===== src/rtl/rxc_pkg.sv =====
package rxc_pkg;

   typedef enum logic [1:0] {
      WSEL_SET = 2'd0,
      WSEL_CLR = 2'd1,
      WSEL_CFG = 2'd2,
      WSEL_ACK = 2'd3
   } wsel_e;

   typedef enum logic [1:0] {
      ENG_IDLE  = 2'd0,
      ENG_ARMED = 2'd1,
      ENG_FIRED = 2'd2
   } eng_state_e;

   // control bit positions (host software decodes these)
   localparam int CTL_UNC_BIT = 16;
   localparam int CTL_RST_BIT = 17;
   localparam int CTL_IEN_BIT = 18;

   // configuration word fields
   localparam int CFG_CNT_LSB  = 0;
   localparam int CFG_TIME_LSB = 8;

   // status word fields
   localparam int ST_TAG_LSB = 0;
   localparam int ST_CNT_LSB = 4;
   localparam int ST_LNK_BIT = 16;
   localparam int STATUS_W   = 32;

endpackage


===== src/rtl/rxc_ctrl_regs.sv =====
module rxc_ctrl_regs
   import rxc_pkg::*;
#(
   parameter int LIM_W        = 8,
   parameter int DEF_CNT_LIM  = 16,
   parameter int DEF_TIME_LIM = 10
) (
   input  logic             clk,
   input  logic             rst_n,
   input  logic             wr_en,
   input  logic [1:0]       wr_sel,
   input  logic [31:0]      wr_data,
   output logic             eng_rst,
   output logic             irq_en,
   output logic             uncached,
   output logic [LIM_W-1:0] cnt_lim,
   output logic [LIM_W-1:0] time_lim
);

   logic set_wr, clr_wr, cfg_wr;

   assign set_wr = wr_en && (wr_sel == WSEL_SET);
   assign clr_wr = wr_en && (wr_sel == WSEL_CLR);
   assign cfg_wr = wr_en && (wr_sel == WSEL_CFG);

   always_ff @(posedge clk or negedge rst_n) begin
      if (!rst_n) begin
         eng_rst  <= 1'b1;
         irq_en   <= 1'b0;
         uncached <= 1'b0;
      end else if (set_wr) begin
         eng_rst  <= eng_rst  | wr_data[CTL_RST_BIT];
         irq_en   <= irq_en   | wr_data[CTL_IEN_BIT];
         uncached <= uncached | wr_data[CTL_UNC_BIT];
      end else if (clr_wr) begin
         eng_rst  <= eng_rst  & ~wr_data[CTL_RST_BIT];
         irq_en   <= irq_en   & ~wr_data[CTL_IEN_BIT];
         uncached <= uncached & ~wr_data[CTL_UNC_BIT];
      end
   end

   always_ff @(posedge clk or negedge rst_n) begin
      if (!rst_n) begin
         cnt_lim  <= LIM_W'(DEF_CNT_LIM);
         time_lim <= LIM_W'(DEF_TIME_LIM);
      end else if (cfg_wr) begin
         cnt_lim  <= wr_data[CFG_CNT_LSB  +: LIM_W];
         time_lim <= wr_data[CFG_TIME_LSB +: LIM_W];
      end
   end

   logic unused_wr_bits;
   assign unused_wr_bits = ^wr_data;

endmodule


===== src/rtl/rxc_batch_acc.sv =====
module rxc_batch_acc
   import rxc_pkg::*;
#(
   parameter int CNT_W         = 7,
   parameter int LIM_W         = 8,
   parameter int TMR_W         = 8,
   parameter bit TIME_LIMIT_EN = 1'b1
) (
   input  logic             clk,
   input  logic             rst_n,
   input  logic             eng_rst,
   input  logic             armed,
   input  logic             fire,
   input  logic             ack_take,
   input  logic             msg_in,
   input  logic             link_in,
   input  logic             tick_in,
   input  logic [LIM_W-1:0] cnt_lim,
   input  logic [LIM_W-1:0] time_lim,
   output logic [CNT_W-1:0] cnt_q,
   output logic             lnk_q,
   output logic             due
);

   localparam logic [CNT_W-1:0] CNT_MAX = {CNT_W{1'b1}};
   localparam int CMP_W = (CNT_W > LIM_W) ? CNT_W : LIM_W;
   localparam int TCMP_W = (TMR_W > LIM_W) ? TMR_W : LIM_W;

   logic pending, cnt_hit, time_hit;

   assign pending = (cnt_q != '0);
   assign cnt_hit = CMP_W'(cnt_q) >= CMP_W'(cnt_lim);

   // batch message counter and link flag; fire-cycle events open the next batch
   always_ff @(posedge clk or negedge rst_n) begin
      if (!rst_n) begin
         cnt_q <= '0;
         lnk_q <= 1'b0;
      end else if (eng_rst) begin
         cnt_q <= '0;
         lnk_q <= 1'b0;
      end else if (fire) begin
         cnt_q <= CNT_W'(msg_in);
         lnk_q <= link_in;
      end else begin
         if (msg_in && (cnt_q != CNT_MAX)) cnt_q <= cnt_q + 1'b1;
         lnk_q <= lnk_q | link_in;
      end
   end

   generate
      if (TIME_LIMIT_EN) begin : g_timer
         logic [TMR_W-1:0] tmr_q;
         always_ff @(posedge clk or negedge rst_n) begin
            if (!rst_n) begin
               tmr_q <= '0;
            end else if (eng_rst || fire || ack_take) begin
               tmr_q <= '0;
            end else if (armed && pending && tick_in && (tmr_q != {TMR_W{1'b1}})) begin
               tmr_q <= tmr_q + 1'b1;
            end
         end
         assign time_hit = TCMP_W'(tmr_q) >= TCMP_W'(time_lim);
      end else begin : g_no_timer
         logic unused_timer_in;
         assign unused_timer_in = tick_in ^ armed ^ ack_take ^ (^time_lim);
         assign time_hit = 1'b0;
      end
   endgenerate

   assign due = lnk_q || (pending && (cnt_hit || time_hit));

endmodule


===== src/rtl/rxc_handshake.sv =====
module rxc_handshake
   import rxc_pkg::*;
#(
   parameter int CNT_W = 7,
   parameter int TAG_W = 4
) (
   input  logic                clk,
   input  logic                rst_n,
   input  logic                eng_rst,
   input  logic                irq_en,
   input  logic                due,
   input  logic                ack_wr,
   input  logic [TAG_W-1:0]    ack_tag,
   input  logic [CNT_W-1:0]    cnt_q,
   input  logic                lnk_q,
   output logic                armed,
   output logic                fire,
   output logic                ack_take,
   output logic                irq,
   output logic [TAG_W-1:0]    tag_q,
   output logic [STATUS_W-1:0] status
);

   eng_state_e          state_q;
   logic [STATUS_W-1:0] status_d;

   assign armed    = (state_q == ENG_ARMED);
   assign fire     = armed && irq_en && due && !eng_rst;
   assign ack_take = ack_wr && !armed && !eng_rst;
   assign irq      = (state_q == ENG_FIRED) && irq_en;

   always_comb begin
      status_d = '0;
      status_d[ST_TAG_LSB +: TAG_W] = tag_q;
      status_d[ST_CNT_LSB +: CNT_W] = cnt_q;
      status_d[ST_LNK_BIT]          = lnk_q;
   end

   always_ff @(posedge clk or negedge rst_n) begin
      if (!rst_n) begin
         state_q <= ENG_IDLE;
         tag_q   <= '0;
         status  <= '0;
      end else if (eng_rst) begin
         state_q <= ENG_IDLE;
         status  <= '0;
      end else if (fire) begin
         state_q <= ENG_FIRED;
         status  <= status_d;
      end else if (ack_take) begin
         state_q <= ENG_ARMED;
         tag_q   <= ack_tag;
      end
   end

endmodule


===== src/rtl/rx_irq_coalescer.sv =====
module rx_irq_coalescer
   import rxc_pkg::*;
#(
   parameter int CNT_W         = 7,
   parameter int TAG_W         = 4,
   parameter int LIM_W         = 8,
   parameter int TMR_W         = 8,
   parameter int DEF_CNT_LIM   = 16,
   parameter int DEF_TIME_LIM  = 10,
   parameter bit TIME_LIMIT_EN = 1'b1
) (
   input  logic        clk,
   input  logic        rst_n,
   input  logic        msg_evt,
   input  logic        link_evt,
   input  logic        tick,
   input  logic        wr_en,
   input  logic [1:0]  wr_sel,
   input  logic [31:0] wr_data,
   output logic        irq,
   output logic [31:0] status,
   output logic        mem_uncached
);

   generate
      if (TAG_W < 1 || TAG_W > ST_CNT_LSB) begin : g_bad_tag
         $error("TAG_W must fit below the count field");
      end
      if (CNT_W < 1 || ST_CNT_LSB + CNT_W > ST_LNK_BIT) begin : g_bad_cnt
         $error("CNT_W must fit below the link flag");
      end
      if (LIM_W < 1 || LIM_W > CFG_TIME_LSB) begin : g_bad_lim
         $error("LIM_W must fit in one configuration byte");
      end
      if (TMR_W < LIM_W) begin : g_bad_tmr
         $error("TMR_W must cover the time limit range");
      end
      if (DEF_CNT_LIM >= (1 << LIM_W) || DEF_TIME_LIM >= (1 << LIM_W)) begin : g_bad_def
         $error("default limits exceed LIM_W");
      end
   endgenerate

   logic             eng_rst, irq_en;
   logic [LIM_W-1:0] cnt_lim, time_lim;
   logic [CNT_W-1:0] cnt_q;
   logic             lnk_q, due;
   logic             armed, fire, ack_take, ack_wr;
   logic [TAG_W-1:0] tag_q;

   assign ack_wr = wr_en && (wr_sel == WSEL_ACK);

   rxc_ctrl_regs #(
      .LIM_W(LIM_W), .DEF_CNT_LIM(DEF_CNT_LIM), .DEF_TIME_LIM(DEF_TIME_LIM)
   ) u_regs (
      .clk(clk), .rst_n(rst_n), .wr_en(wr_en), .wr_sel(wr_sel), .wr_data(wr_data),
      .eng_rst(eng_rst), .irq_en(irq_en), .uncached(mem_uncached),
      .cnt_lim(cnt_lim), .time_lim(time_lim)
   );

   rxc_batch_acc #(
      .CNT_W(CNT_W), .LIM_W(LIM_W), .TMR_W(TMR_W), .TIME_LIMIT_EN(TIME_LIMIT_EN)
   ) u_acc (
      .clk(clk), .rst_n(rst_n), .eng_rst(eng_rst), .armed(armed), .fire(fire),
      .ack_take(ack_take), .msg_in(msg_evt), .link_in(link_evt), .tick_in(tick),
      .cnt_lim(cnt_lim), .time_lim(time_lim), .cnt_q(cnt_q), .lnk_q(lnk_q), .due(due)
   );

   rxc_handshake #(
      .CNT_W(CNT_W), .TAG_W(TAG_W)
   ) u_hs (
      .clk(clk), .rst_n(rst_n), .eng_rst(eng_rst), .irq_en(irq_en), .due(due),
      .ack_wr(ack_wr), .ack_tag(wr_data[TAG_W-1:0]), .cnt_q(cnt_q), .lnk_q(lnk_q),
      .armed(armed), .fire(fire), .ack_take(ack_take), .irq(irq), .tag_q(tag_q),
      .status(status)
   );

endmodule


===== config.mk =====
export PLATFORM = sky130hd
export DESIGN_NAME = rx_irq_coalescer
export DESIGN_NICKNAME = d
export VERILOG_FILES = /design/src/rtl/rxc_pkg.sv /design/src/rtl/rxc_ctrl_regs.sv /design/src/rtl/rxc_batch_acc.sv /design/src/rtl/rxc_handshake.sv /design/src/rtl/rx_irq_coalescer.sv
export SDC_FILE = /design/constraint.sdc
export NUM_CORES = 1
export LEC_CHECK = 0
export ABC_AREA = 0
export BUFFER_PORTS_ARGS = -buffer_cell sky130_fd_sc_hd__buf_2
export CAP_MARGIN = 40
export CELL_PAD_IN_SITES_DETAIL_PLACEMENT = 0
export CELL_PAD_IN_SITES_GLOBAL_PLACEMENT = 1
export CORE_UTILIZATION = 25
export DETAILED_ROUTE_END_ITERATION = 16
export PLACE_DENSITY_LB_ADDON = 0.1
export SLEW_MARGIN = 20
export SYNTH_ARGS = -nofsm -noshare
export SYNTH_HDL_FRONTEND = slang
export SYNTH_SLANG_ARGS = --single-unit

===== constraint.sdc =====
create_clock -name clk -period 5.08 [get_ports clk]
set_input_delay 0.762 -clock clk [delete_from_list [all_inputs] [get_ports clk]]
set_output_delay 0.762 -clock clk [all_outputs]
set_load 0.02 [all_outputs]

==> flow_summary.yaml <==
cts:
  post_cts_resized: 0
  clkSlewWorstSetupHoldPaths_ps: 70
  cts_tree: "done"
  ctsHoldBuffers: 0
  h-tree-depth: 2
  cts-buffers-inserted: 5
  root_buffer: "clkbuf_16"
  cts_buffer_depth: 2
  clock_sinks: 53
  clock_latency_ps: 290
  post-cts-setup-buffers: 0
flow_run:
  maxCapViolCount: 0
die:
  die_area_um2: 12300
  fp.dieW_um: 111
  rows: 39
  die_h_um: 111
  ios: 74
  core_um2: 11500
  initial_core_util: 0.258
synth:
  synth-edff-count: 0
  synth_area_leader_cell: "dfrtp_1"
  synthFlopType: "dfrtp_1"
  syn_area_per_cell_um2: 10.4
  syn_inst: 285
  seq_area_frac_synth: 0.450
  yosys_warnings: 0
  synth_area_um2: 2960
  synth_area_leaders: "dfrtp_1 (41%), ha_1 (7.6%), mux2_2 (7.6%)"
  async_flop_share: 1.00
  yosys_register_bits: 53
  synth_cell_types: 43
  netlist.area_leader.share: 0.415
placed_design:
  gp_congestion: 0.713
  numPortBuffers: 40
  dpl.cell_count: 458
  place_hpwl_um: 4710
detailed_routing:
  wl_um: 6900
  ant_nets: 0
  drcViolationCount: 0
  via_per_inst: 4.56
  wl_per_cell_um: 14.8
  vias: 2126
  initialDrtViolationCount: 90
  dr.pass1.iters: 4
timing:
  slew_headroom: 0.481
  min_period_over_period: 0.564
  setup_viol: 0
  timing.fmax_mhz: 349
  finalClockSkew_ps: 4.61
  slew_viol_final: 0
  rsz0062_at_grt: "no"
  setup_tns_ps: 0
  min_period_ps: 2860
  worst_pin_slew_ps: 778
  hold_violations: 0
final_layout:
  area_growth_pct: 15.1
  fin_cells: 466
  final_common_cell: "dfrtp_1"
  final_cell_mix: "dfrtp_1 (49), buf_2 (40), inv_1 (20), mux2_2 (20), conb_1 (20)"
  drive_above_1_share: 0.235
  nets: 380
  n_antenna_cell: 0
global_routing:
  grt_pass1_vias: 2221
  grt_max_degree: 54
  grt-ovfl-total: 0
  grt_pass1_wl_um: 11700
  antenna_found_initial: 0
  grtUsageTotal: 0.120
setup_path:
  worstPathMaxFanout: 25
  r2r_slack_ps: 2220
  cp-end-kind: "flop"
  path_class: "reg2reg"
  crit_arrival_ps: 3060
  worstSetupStartpointType: "flop"
  required_ps: 5270
run_status:
  status: "complete, no violations"
pwr:
  power.leakage_nw: 1.58
  max-vdd-ir-drop_uv: 147
  p_per_area_nw_per_um2: 322
min_path:
  hold_path.class: "reg2reg"
==> cell usage after synthesis (all sizes together) (3+ instances only) <==
cell and number:
a211o 3, a21oi 10, a31oi 5, and3 4
buf 24, clkbuf 8, dfrtp 49, dfstp 4
ha 18, inv 20, mux2 20, mux2i 4
nand2 11, nand2b 15, nand3 5, nand3b 3
nand4 6, nand4b 9, nor2 9, nor2b 3
nor3 9, nor4 7, o211ai 3, o21ai 12
xor2 6
==> per-layer routing <==
layer	up-vias	part of all wire	track usage
met4	0	0.012	0.0347
li1	1043	-	-
met5	-	0	0
met3	4	0.022	0.0257
met1	1043	0.49	0.159
met2	36	0.47	0.197
==> flip-flops by register name (all words and copies together) (netlist names), named ones only <==
signal	count
u_acc.cnt_q	7
u_acc.g_timer.tmr_q	8
u_acc.lnk_q	1
u_hs.state_q	2
u_hs.status	12
u_hs.tag_q	4
u_regs.cnt_lim	8
u_regs.time_lim	8
==> report_power, final <==
part / switching [W] / internal (W)
Combinational: 0.0000921 / 0.0000801
Clock: 0.000163 / 0.000246
Sequential: 0.0000426 / 0.000471
==> worst max-delay path, cell delays in order, from the launching register on <==
cell	delay (ps)
dfrtp_1	410
inv_1	160
ha_1	250
nand2b_1	140
a21o_1	180
a211o_1	290
a2111o_1	680
and2_4	360
nor4_1	290
==> path summary, 6_finish.rpt <==
path                                          end           start  cells past startpoint
min in group asynchronous      u_regs.time_lim[2]           rst_n                      2
hold reg to reg                              flop            flop                      2
setup / recovery           u_acc.g_timer.tmr_q[0]  u_acc.cnt_q[0]                      8
max in group asynchronous             u_acc.lnk_q           rst_n                      2
setup reg to reg           u_acc.g_timer.tmr_q[0]  u_acc.cnt_q[0]                      8
hold / removal                               flop            flop                      2
==> per-stage QoR <==
stage                     setup slack, ps   util  hold WS [ps]  instance area (um2)  power, W
after global placement               2170  0.280           474                 3210  0.000695
after global routing                 2050  0.297           519                 3400   0.00116
after CTS                            2180  0.297           502                 3400   0.00112
final                                2220  0.297           488                 3400   0.00109
after floorplan                      2620      -           466                 3030  0.000646
after detailed placement             2200  0.281           485                 3230  0.000698
==> layout make-up <==
type / count / area [um2]
fillers: 1217 / 8070
multi-input cells: 199 / 1410
flip-flops and latches: 53 / 1330
repair buffers: 43 / 230
well taps: 143 / 179
clock buffers: 6 / 139
inverters: 20 / 75.1
clock inverters: 2 / 37.5
==> kinds of logic after synthesis <==
logic type,Yosys count,share of synthesized area
compound gates,45,0.0965
xor+xnor,7,0.0207
fa+ha+maj,18,0.0762
buf+inv,52,0.0969
flops,53,0.450
mux,24,0.0897
other cells,1,0.00127
simple gates,85,0.168
Note: power is estimated with default switching activity, not from simulation.
